===== src/rtl/rstsup_pkg.sv =====
package rstsup_pkg;
  localparam int CAUSE_W = 4;
  localparam int C_POR = 0;
  localparam int C_EXT = 1;
  localparam int C_BOD = 2;
  localparam int C_WDT = 3;

  // stretch length in clock edges for a given select value
  function automatic int unsigned stretch_len(input int unsigned base, input int unsigned sel);
    return base << sel;
  endfunction

  // counter width able to hold value v
  function automatic int unsigned width_for(input int unsigned v);
    return $clog2(v + 1);
  endfunction
endpackage


===== src/rtl/rstsup_pin_filter.sv =====
module rstsup_pin_filter #(
  parameter int MIN_W = 4
) (
  input  logic clk,
  input  logic arst,
  input  logic pin_n,
  output logic hit_o
);
  localparam int CW = rstsup_pkg::width_for(MIN_W);

  logic [1:0]    sync_q;
  logic [CW-1:0] cnt_q;
  logic          pin_low_s;

  assign pin_low_s = ~sync_q[1];

  always_ff @(posedge clk or posedge arst) begin
    if (arst) begin
      sync_q <= 2'b11;
      cnt_q  <= '0;
    end else begin
      sync_q <= {sync_q[0], pin_n};
      if (pin_low_s) begin
        if (cnt_q != CW'(MIN_W)) cnt_q <= cnt_q + 1'b1;
      end else begin
        cnt_q <= '0;
      end
    end
  end

  assign hit_o = (cnt_q == CW'(MIN_W));


  filt_min_width_chk: assert property (@(posedge clk) disable iff (arst)
    $rose(hit_o) |-> ($past(cnt_q) == CW'(MIN_W - 1)));


  filt_drop_chk: assert property (@(posedge clk) disable iff (arst)
    !pin_low_s |=> !hit_o);
endmodule


===== src/rtl/rstsup_stretch.sv =====
module rstsup_stretch #(
  parameter int BASE_CYC = 4,
  parameter int SEL_W    = 2
) (
  input  logic             clk,
  input  logic             src_any,
  input  logic [SEL_W-1:0] dly_sel,
  output logic             rst_act_o
);
  localparam int unsigned MAX_LEN = rstsup_pkg::stretch_len(BASE_CYC, (1 << SEL_W) - 1);
  localparam int CNT_W = rstsup_pkg::width_for(MAX_LEN);

  logic [CNT_W-1:0] cnt_q;
  logic [CNT_W-1:0] last_cnt;
  logic             rst_q;

  assign last_cnt = CNT_W'(rstsup_pkg::stretch_len(BASE_CYC, int'(dly_sel)) - 1);

  always_ff @(posedge clk or posedge src_any) begin
    if (src_any) begin
      cnt_q <= '0;
      rst_q <= 1'b1;
    end else if (rst_q) begin
      if (cnt_q == last_cnt) rst_q <= 1'b0;
      else                   cnt_q <= cnt_q + 1'b1;
    end
  end

  assign rst_act_o = rst_q;


  stretch_bound_chk: assert property (@(posedge clk) disable iff (src_any)
    rst_q |-> (cnt_q <= last_cnt));


  stretch_release_chk: assert property (@(posedge clk) disable iff (src_any)
    $fell(rst_q) |-> ($past(cnt_q) == $past(last_cnt)));


  stretch_restart_chk: assert property (@(posedge clk)
    src_any |-> (rst_q && cnt_q == '0));
endmodule


===== src/rtl/rstsup_cause_reg.sv =====
module rstsup_cause_reg (
  input  logic                            clk,
  input  logic                            por,
  input  logic [rstsup_pkg::CAUSE_W-1:0]  set_vec,
  input  logic                            wr,
  input  logic [rstsup_pkg::CAUSE_W-1:0]  wdata,
  output logic [rstsup_pkg::CAUSE_W-1:0]  flags_o
);
  import rstsup_pkg::*;

  localparam logic [CAUSE_W-1:0] POR_VAL = CAUSE_W'(1) << C_POR;

  logic [CAUSE_W-1:0] flags_q;
  logic [CAUSE_W-1:0] keep_mask;

  assign keep_mask = wr ? wdata : '1;

  always_ff @(posedge clk or posedge por) begin
    if (por) flags_q <= POR_VAL;
    else     flags_q <= (flags_q & keep_mask) | set_vec;
  end

  assign flags_o = flags_q;


  no_spurious_set_chk: assert property (@(posedge clk) disable iff (por)
    ((flags_q & ~$past(flags_q) & ~$past(set_vec)) == '0));


  zero_clears_chk: assert property (@(posedge clk) disable iff (por)
    wr |=> ((flags_q & ~$past(wdata) & ~$past(set_vec)) == '0));


  set_wins_chk: assert property (@(posedge clk) disable iff (por)
    1'b1 |=> ((flags_q & $past(set_vec)) == $past(set_vec)));
endmodule


===== src/rtl/reset_supervisor.sv =====
module reset_supervisor #(
  parameter int MIN_W    = 4,
  parameter int BASE_CYC = 4,
  parameter int SEL_W    = 2
) (
  input  logic             clk,
  input  logic             por_flag_i,
  input  logic             ext_rst_n_i,
  input  logic             wdt_expire_i,
  input  logic             wdt_en_i,
  input  logic             wdt_irq_mode_i,
  input  logic             bod_low_i,
  input  logic             bod_en_i,
  input  logic [SEL_W-1:0] dly_sel_i,
  input  logic             reg_wr_i,
  input  logic [3:0]       reg_wdata_i,
  output logic [3:0]       reg_rdata_o,
  output logic             sys_rst_n_o,
  output logic             port_rst_n_o
);
  import rstsup_pkg::*;

  logic ext_hit;
  logic wdt_hit;
  logic bod_hit;
  logic src_any;
  logic rst_act;
  logic [CAUSE_W-1:0] set_vec;

  rstsup_pin_filter #(.MIN_W(MIN_W)) u_filter (
    .clk   (clk),
    .arst  (por_flag_i),
    .pin_n (ext_rst_n_i),
    .hit_o (ext_hit)
  );

  assign wdt_hit = wdt_expire_i & wdt_en_i & ~wdt_irq_mode_i;
  assign bod_hit = bod_low_i & bod_en_i;
  assign src_any = por_flag_i | ext_hit | wdt_hit | bod_hit;

  rstsup_stretch #(.BASE_CYC(BASE_CYC), .SEL_W(SEL_W)) u_stretch (
    .clk       (clk),
    .src_any   (src_any),
    .dly_sel   (dly_sel_i),
    .rst_act_o (rst_act)
  );

  always_comb begin
    set_vec        = '0;
    set_vec[C_EXT] = ext_hit;
    set_vec[C_BOD] = bod_hit;
    set_vec[C_WDT] = wdt_hit;
  end

  rstsup_cause_reg u_cause (
    .clk     (clk),
    .por     (por_flag_i),
    .set_vec (set_vec),
    .wr      (reg_wr_i),
    .wdata   (reg_wdata_i),
    .flags_o (reg_rdata_o)
  );

  assign port_rst_n_o = ~src_any;
  assign sys_rst_n_o  = ~rst_act;


  port_implies_sys_chk: assert property (@(posedge clk) disable iff (por_flag_i)
    !port_rst_n_o |-> !sys_rst_n_o);


  wdt_gate_chk: assert property (@(posedge clk) disable iff (por_flag_i)
    (wdt_expire_i && (wdt_irq_mode_i || !wdt_en_i) && !ext_hit && !bod_hit) |-> port_rst_n_o);


  bod_gate_chk: assert property (@(posedge clk) disable iff (por_flag_i)
    (bod_low_i && !bod_en_i && !ext_hit && !wdt_hit) |-> port_rst_n_o);
endmodule


===== config.mk =====
export PLATFORM = sky130hd
export DESIGN_NAME = reset_supervisor
export DESIGN_NICKNAME = d
export VERILOG_FILES = /design/src/rtl/rstsup_pkg.sv /design/src/rtl/rstsup_pin_filter.sv /design/src/rtl/rstsup_stretch.sv /design/src/rtl/rstsup_cause_reg.sv /design/src/rtl/reset_supervisor.sv
export SDC_FILE = /design/constraint.sdc
export NUM_CORES = 1
export LEC_CHECK = 0
export BUFFER_PORTS_ARGS = -buffer_cell sky130_fd_sc_hd__buf_2
export CORE_AREA = 8 8 51 53
export CTS_BUF_LIST = sky130_fd_sc_hd__clkbuf_8
export CTS_CLUSTER_SIZE = 40
export DETAILED_ROUTE_END_ITERATION = 16
export DIE_AREA = 0 0 59 61
export GPL_ROUTABILITY_DRIVEN = 1
export GPL_TIMING_DRIVEN = 0
export PLACE_DENSITY = 0.79
export SYNTH_ARGS = -nofsm -noshare
export SYNTH_HDL_FRONTEND = slang
export SYNTH_SLANG_ARGS = --single-unit
export TNS_END_PERCENT = 50

===== constraint.sdc =====
create_clock -name clk -period 1.5 [get_ports clk]
set_clock_uncertainty 0.1 [all_clocks]
set_input_delay 0.15 -clock clk [delete_from_list [all_inputs] [get_ports clk]]
set_output_delay 0.15 -clock clk [all_outputs]
set_load 0.01 [all_outputs]

# Word-level counts from Yosys, hierarchy flattened
# Cells that the tools add are included.
classes:
  add_sub_neg: 3
  eq_ne: 3
  shift: 1
  n_mux: 5
  bitwise_logic: 12
  reduce_logical: 2
op_table:
  columns: ["op", "count"]
  rows:
  - ["$add 6x1->6 const B", 1]
  - ["$eq 6x6->1", 1]
  - ["$mux 3", 2]
  - ["$shl 3x2->6 const A", 1]
  - ["$sub 6x1->6 const B", 1]
  - ["$and 4x4->4", 1]
  - ["$mux 4", 1]
  - ["$not 1->1", 4]
  - ["$or 4x4->4", 1]
  - ["$add 3x1->3 const B", 1]
  - ["$and 1x1->1", 3]
  - ["$eq 3x3->1 const B", 1]
  - ["$ne 3x3->1 const B", 1]
  - ["$or 1x1->1", 3]
  - ["$mux 1", 2]
  - ["$reduce_and 2->1", 1]
  - ["$reduce_bool 2->1", 1]
word_totals:
  register_bits: 16
  input_bits: 15
  output_inout_bits: 6
  wordCells: 31

# Logic depth before layout (Yosys ltp)
depth:
  ltp_word: 5
  mapped_depth: 5
  depth_no_buf: 5

# Cells and area by module
# A second synthesis with hierarchy kept.
hier_totals:
  cells_unflattened: 89
  area_unflattened_um2: 957.2
modules_own_cells:
  columns: ["mod", "n_inst", "cells_each", "area_per_inst_um2", "seq_area_each_um2"]
  rows:
  - ["rstsup_stretch", 1, 50, 525.5, 176.4]
  - ["rstsup_pin_filter", 1, 20, 232.7, 127.6]
  - ["rstsup_cause_reg", 1, 13, 160.2, 101.3]
  - ["reset_supervisor", 1, 6, 38.8, 0.0]

# Worst setup path after synthesis
# No wires, ideal clock.
synth_timing:
  path_type: "register to register"
  start: "register u_stretch.cnt_q[4]"
  end: "register u_stretch.cnt_q[1]"
  setup_ps: 125
  arrival_time_ps: 1297
  t_required_ps: 1275
  setup_slack_ps: -22
  path_stages_with_launch: 5
  n_path_buf: 0
  period_less_slack_ps: 1522
  path_cell_list: "dfrtp_1 -> or2_4 -> a21oi_4 -> a31oi_4 -> mux2_4"
synth_via:
  elab_chain_cells: 3
synth_rtl:
  columns: ["element", "line_no", "text"]
  rows:
  - ["from (decl)", "rstsup_stretch.sv:13", "logic [CNT_W-1:0] cnt_q;"]
  - ["from (signal assigned)", "rstsup_stretch.sv:25", "else cnt_q <= cnt_q + 1'b1;"]
  - ["$eq 6x6->1", "rstsup_stretch.sv:24", "if (cnt_q == last_cnt) rst_q <= 1'b0;"]
  - ["$not 1->1 (no line)", null, null]
  - ["$reduce_and 2->1 (no line)", null, null]
# No other way between the ends.
# A chain may end at the register's enable or synchronous reset.

# Final worst setup path
# Ends and elaborated chain as after synthesis.

==> flow_summary.yaml <==
place:
  port_buffers: 20
  place_congestion: 0.779
  dpl_worst_slack_ps: -73.2
  hpwl_mm: 1.19
yosys:
  yosysUniqueCellTypes: 27
  yosys_warnings: 0
  synth_nets: 88
  avgSynthCellArea_um2: 11.1
  netlist_area_um2: 777
  ys_seq_area_share_pct: 52.2
  synth-seq-cells: 16
  postSynthCellCount: 70
global_route:
  grt_start_max_net_pins: 10
  grtUsageTotal_pct: 10.7
  grt_pass1_vias: 711
  antenna_found_initial: 0
  grt-ovfl-total: 0
  grt_pass1_wl_mm: 2.95
floorplan:
  io-pin-count: 21
  core_region_area_mm2: 0.00184
  initial_core_util_pct: 42.2
  die_w_um: 59
  num_rows: 16
  die-area_mm2: 0.00360
  die-height_um: 61
cts:
  cts-root-buf: "clkbuf_8"
  clockBufferDepth: 2
  clk_latency_ps: 250
  htree_levels: 1
  clock-sinks: 16
  clkTransAtPathRegs_ps: 60
  cts_buffers: 3
  cts_tree: "done"
timing:
  drv_slew: 0
  fin_crit_sh_pct: 101
  setup_viol: 2
  worst_pin_slew_ps: 323
  timing.hold.ws_ps: -6.34
  worst_slack_ps: -18.1
  maxSlewHeadroom_pct: 78.5
  max_freq_mhz: 659
  finalSetupTns_ps: -26.6
  final_hold_viol_count: 6
  period_needed_ps: 1520
  rsz0062_at_grt: "true"
routing:
  ant_nets: 0
  dr_wl_met2_mm: 1.00
  wl_per_cell_um: 13.5
  top_layer: "met4"
  detail_route.vias_per_cell: 4.96
  drc: 0
  wl_mm: 1.82
  vias: 670
  drtPass1Iterations: 4
  wl_met1_um: 757
  drtIter0Drc: 11
  routed-wl-met3_um: 22
worst_setup_path:
  start_kind: "register"
  cp-end-kind: "register"
  worstPathArrival_ps: 1550
  cp.required_ps: 1540
  timing.critical_path.fanout_max: 4
  cpPeakStageDelay_ps: 400
  worstPathCellList: "or2_4, a21oi_4, a31oi_4, mux2_4"
  slowest_stage: "dfrtp_1"
  crit_type: "reg2reg"
finish:
  syn_to_final_growth_pct: 47.5
  drive_above_1_share_pct: 49.1
  nets: 127
  fillers: 141
  num_antenna_cells: 0
power:
  clock_power_share_pct: 17.4
  sw_frac_of_total_pct: 35.0
  p_sw_w: 0.000650
  pwr-share-seq_pct: 37.5
  combPwrFrac_pct: 45.2
  p_leak_nw: 0.549
  p_per_area_mw_per_mm2: 1620
  internal_power_w: 0.00121
  peakVddDrop_mv: 1.02
hold_path:
  hp-class: "in2async"
flow_run:
  max_cap_violations: 0
run_status:
  violations: "hold timing, setup timing"
  status: "finished, violations left"
repair_timing:
action	in CTS	in global routing
gates resized for setup	6	9
hold buffers	4	0
pin swaps	5	5
endpoints found under the hold margin	7	0
setup endpoints to repair	3	5
setup buffers	8	2
cell families after synthesis:
kind of cell / count (synthesis) / synth area share [%]
AO/OA/AOI/OAI: 13 / 15.0
flip-flops: 16 / 52.2
buffers and inverters: 5 / 2.42
AND/OR/NAND/NOR: 26 / 16.6
adder cells (fa/ha/maj): 3 / 4.83
XOR/XNOR: 5 / 5.64
multiplexers: 2 / 3.38
through the flow:
stage	util, %	instances	power [W]	area [µm²]
after global placement	49.5	117	0.00120	911
after floorplan	-	70	0.00109	777
after CTS	58.5	133	0.00171	1080
after detailed placement	49.5	117	0.00122	911
after global routing	62.2	135	0.00198	1150
final	62.2	135	0.00186	1150
power groups by stage:
| stage | Combinational (W) | Clock, W | Sequential [W] |
|---|---|---|---|
| 5_1_grt | 0.000913 | 0.000356 | 0.000711 |
| 6_report | 0.000839 | 0.000323 | 0.000696 |
| 2_1_floorplan | 0.000410 | 0 | 0.000682 |
| 3_3_place_gp | 0.000502 | 0 | 0.000698 |
| 4_1_cts | 0.000706 | 0.000326 | 0.000680 |
| 3_5_place_dp | 0.000519 | 0 | 0.000704 |
cells in the final DEF (no fill, tap or decap), types with 4 or more instances in the layout:
| cell | instances |
|---|---|
| dfstp_2 | 4 |
| dfrtp_1 | 11 |
| nor2_1 | 4 |
| inv_1 | 6 |
| xor2_1 | 4 |
| buf_2 | 20 |
| dlygate4sd3_1 | 4 |
| nand2_1 | 11 |
| buf_4 | 7 |
synth_stat cells (all sizes together):
master	count	share of area, %
nand2	12	5.8
ha	3	4.8
o2bb2ai	1	1.9
nand3b	1	0.97
inv	5	2.4
dfrtp	12	39
o21a	1	0.97
or2	1	1.1
a21oi	2	2.7
dfstp	4	14
nor3	1	0.64
a311oi	1	1.1
nand3	1	0.64
nand4	1	0.81
mux2	2	3.4
nor2b	1	0.81
xor2	4	4.5
a31oi	4	5.2
nand2b	2	1.6
nor2	4	1.9
and4	2	2.3
xnor2	1	1.1
o21ai	4	3.1
worst max-delay path, delay by kind of cell (launching register included):
family           cells  cell delay (ps)
multiplexers         1              310
flip-flops           1              400
AND/OR/NAND/NOR      1              250
AO/OA/AOI/OAI        2              340
area by class of cell:
cell class / instances / area [µm²] / share of cell area (%)
Clock inverter: 1 / 3.75 / 0.328
Clock buffer: 3 / 41.3 / 3.60
Sequential cell: 16 / 407 / 35.5
Timing Repair Buffer: 34 / 226 / 19.8
Multi-Input combinational cell: 49 / 415 / 36.2
Tap cell: 27 / 33.8 / 2.95
Inverter: 5 / 18.8 / 1.64
flip-flops by register name, indices dropped and copies added (netlist names):
register	count
u_filter.cnt_q	3
u_stretch.rst_act_o	1
u_cause.flags_o	4
u_filter.sync_q	2
u_stretch.cnt_q	6
per-layer routing:
| metal | GRT usage (%) | vias to the layer above |
|---|---|---|
| met3 | 1.27 | 4 |
| li1 | - | 316 |
| met2 | 20.1 | 9 |
| met4 | 6.83 | 0 |
| met5 | 0 | - |
| met1 | 11.1 | 341 |
final timing paths:
path                                      endpoint                from  cells after the start  slack [ps]
worst max register to register  u_stretch.cnt_q[1]  u_stretch.cnt_q[4]                      4         -20
worst min-delay path            u_stretch.cnt_q[3]           bod_low_i                      3          -6
worst max-delay path            u_stretch.cnt_q[1]  u_stretch.cnt_q[4]                      4         -20
min in group clk                u_cause.flags_o[0]      reg_wdata_i[0]                      2          10
worst min register to register  u_filter.sync_q[1]  u_filter.sync_q[0]                      0         260
max in group asynchronous        u_filter.cnt_q[0]          por_flag_i                      4         170
(Power assumes the default switching activity.)
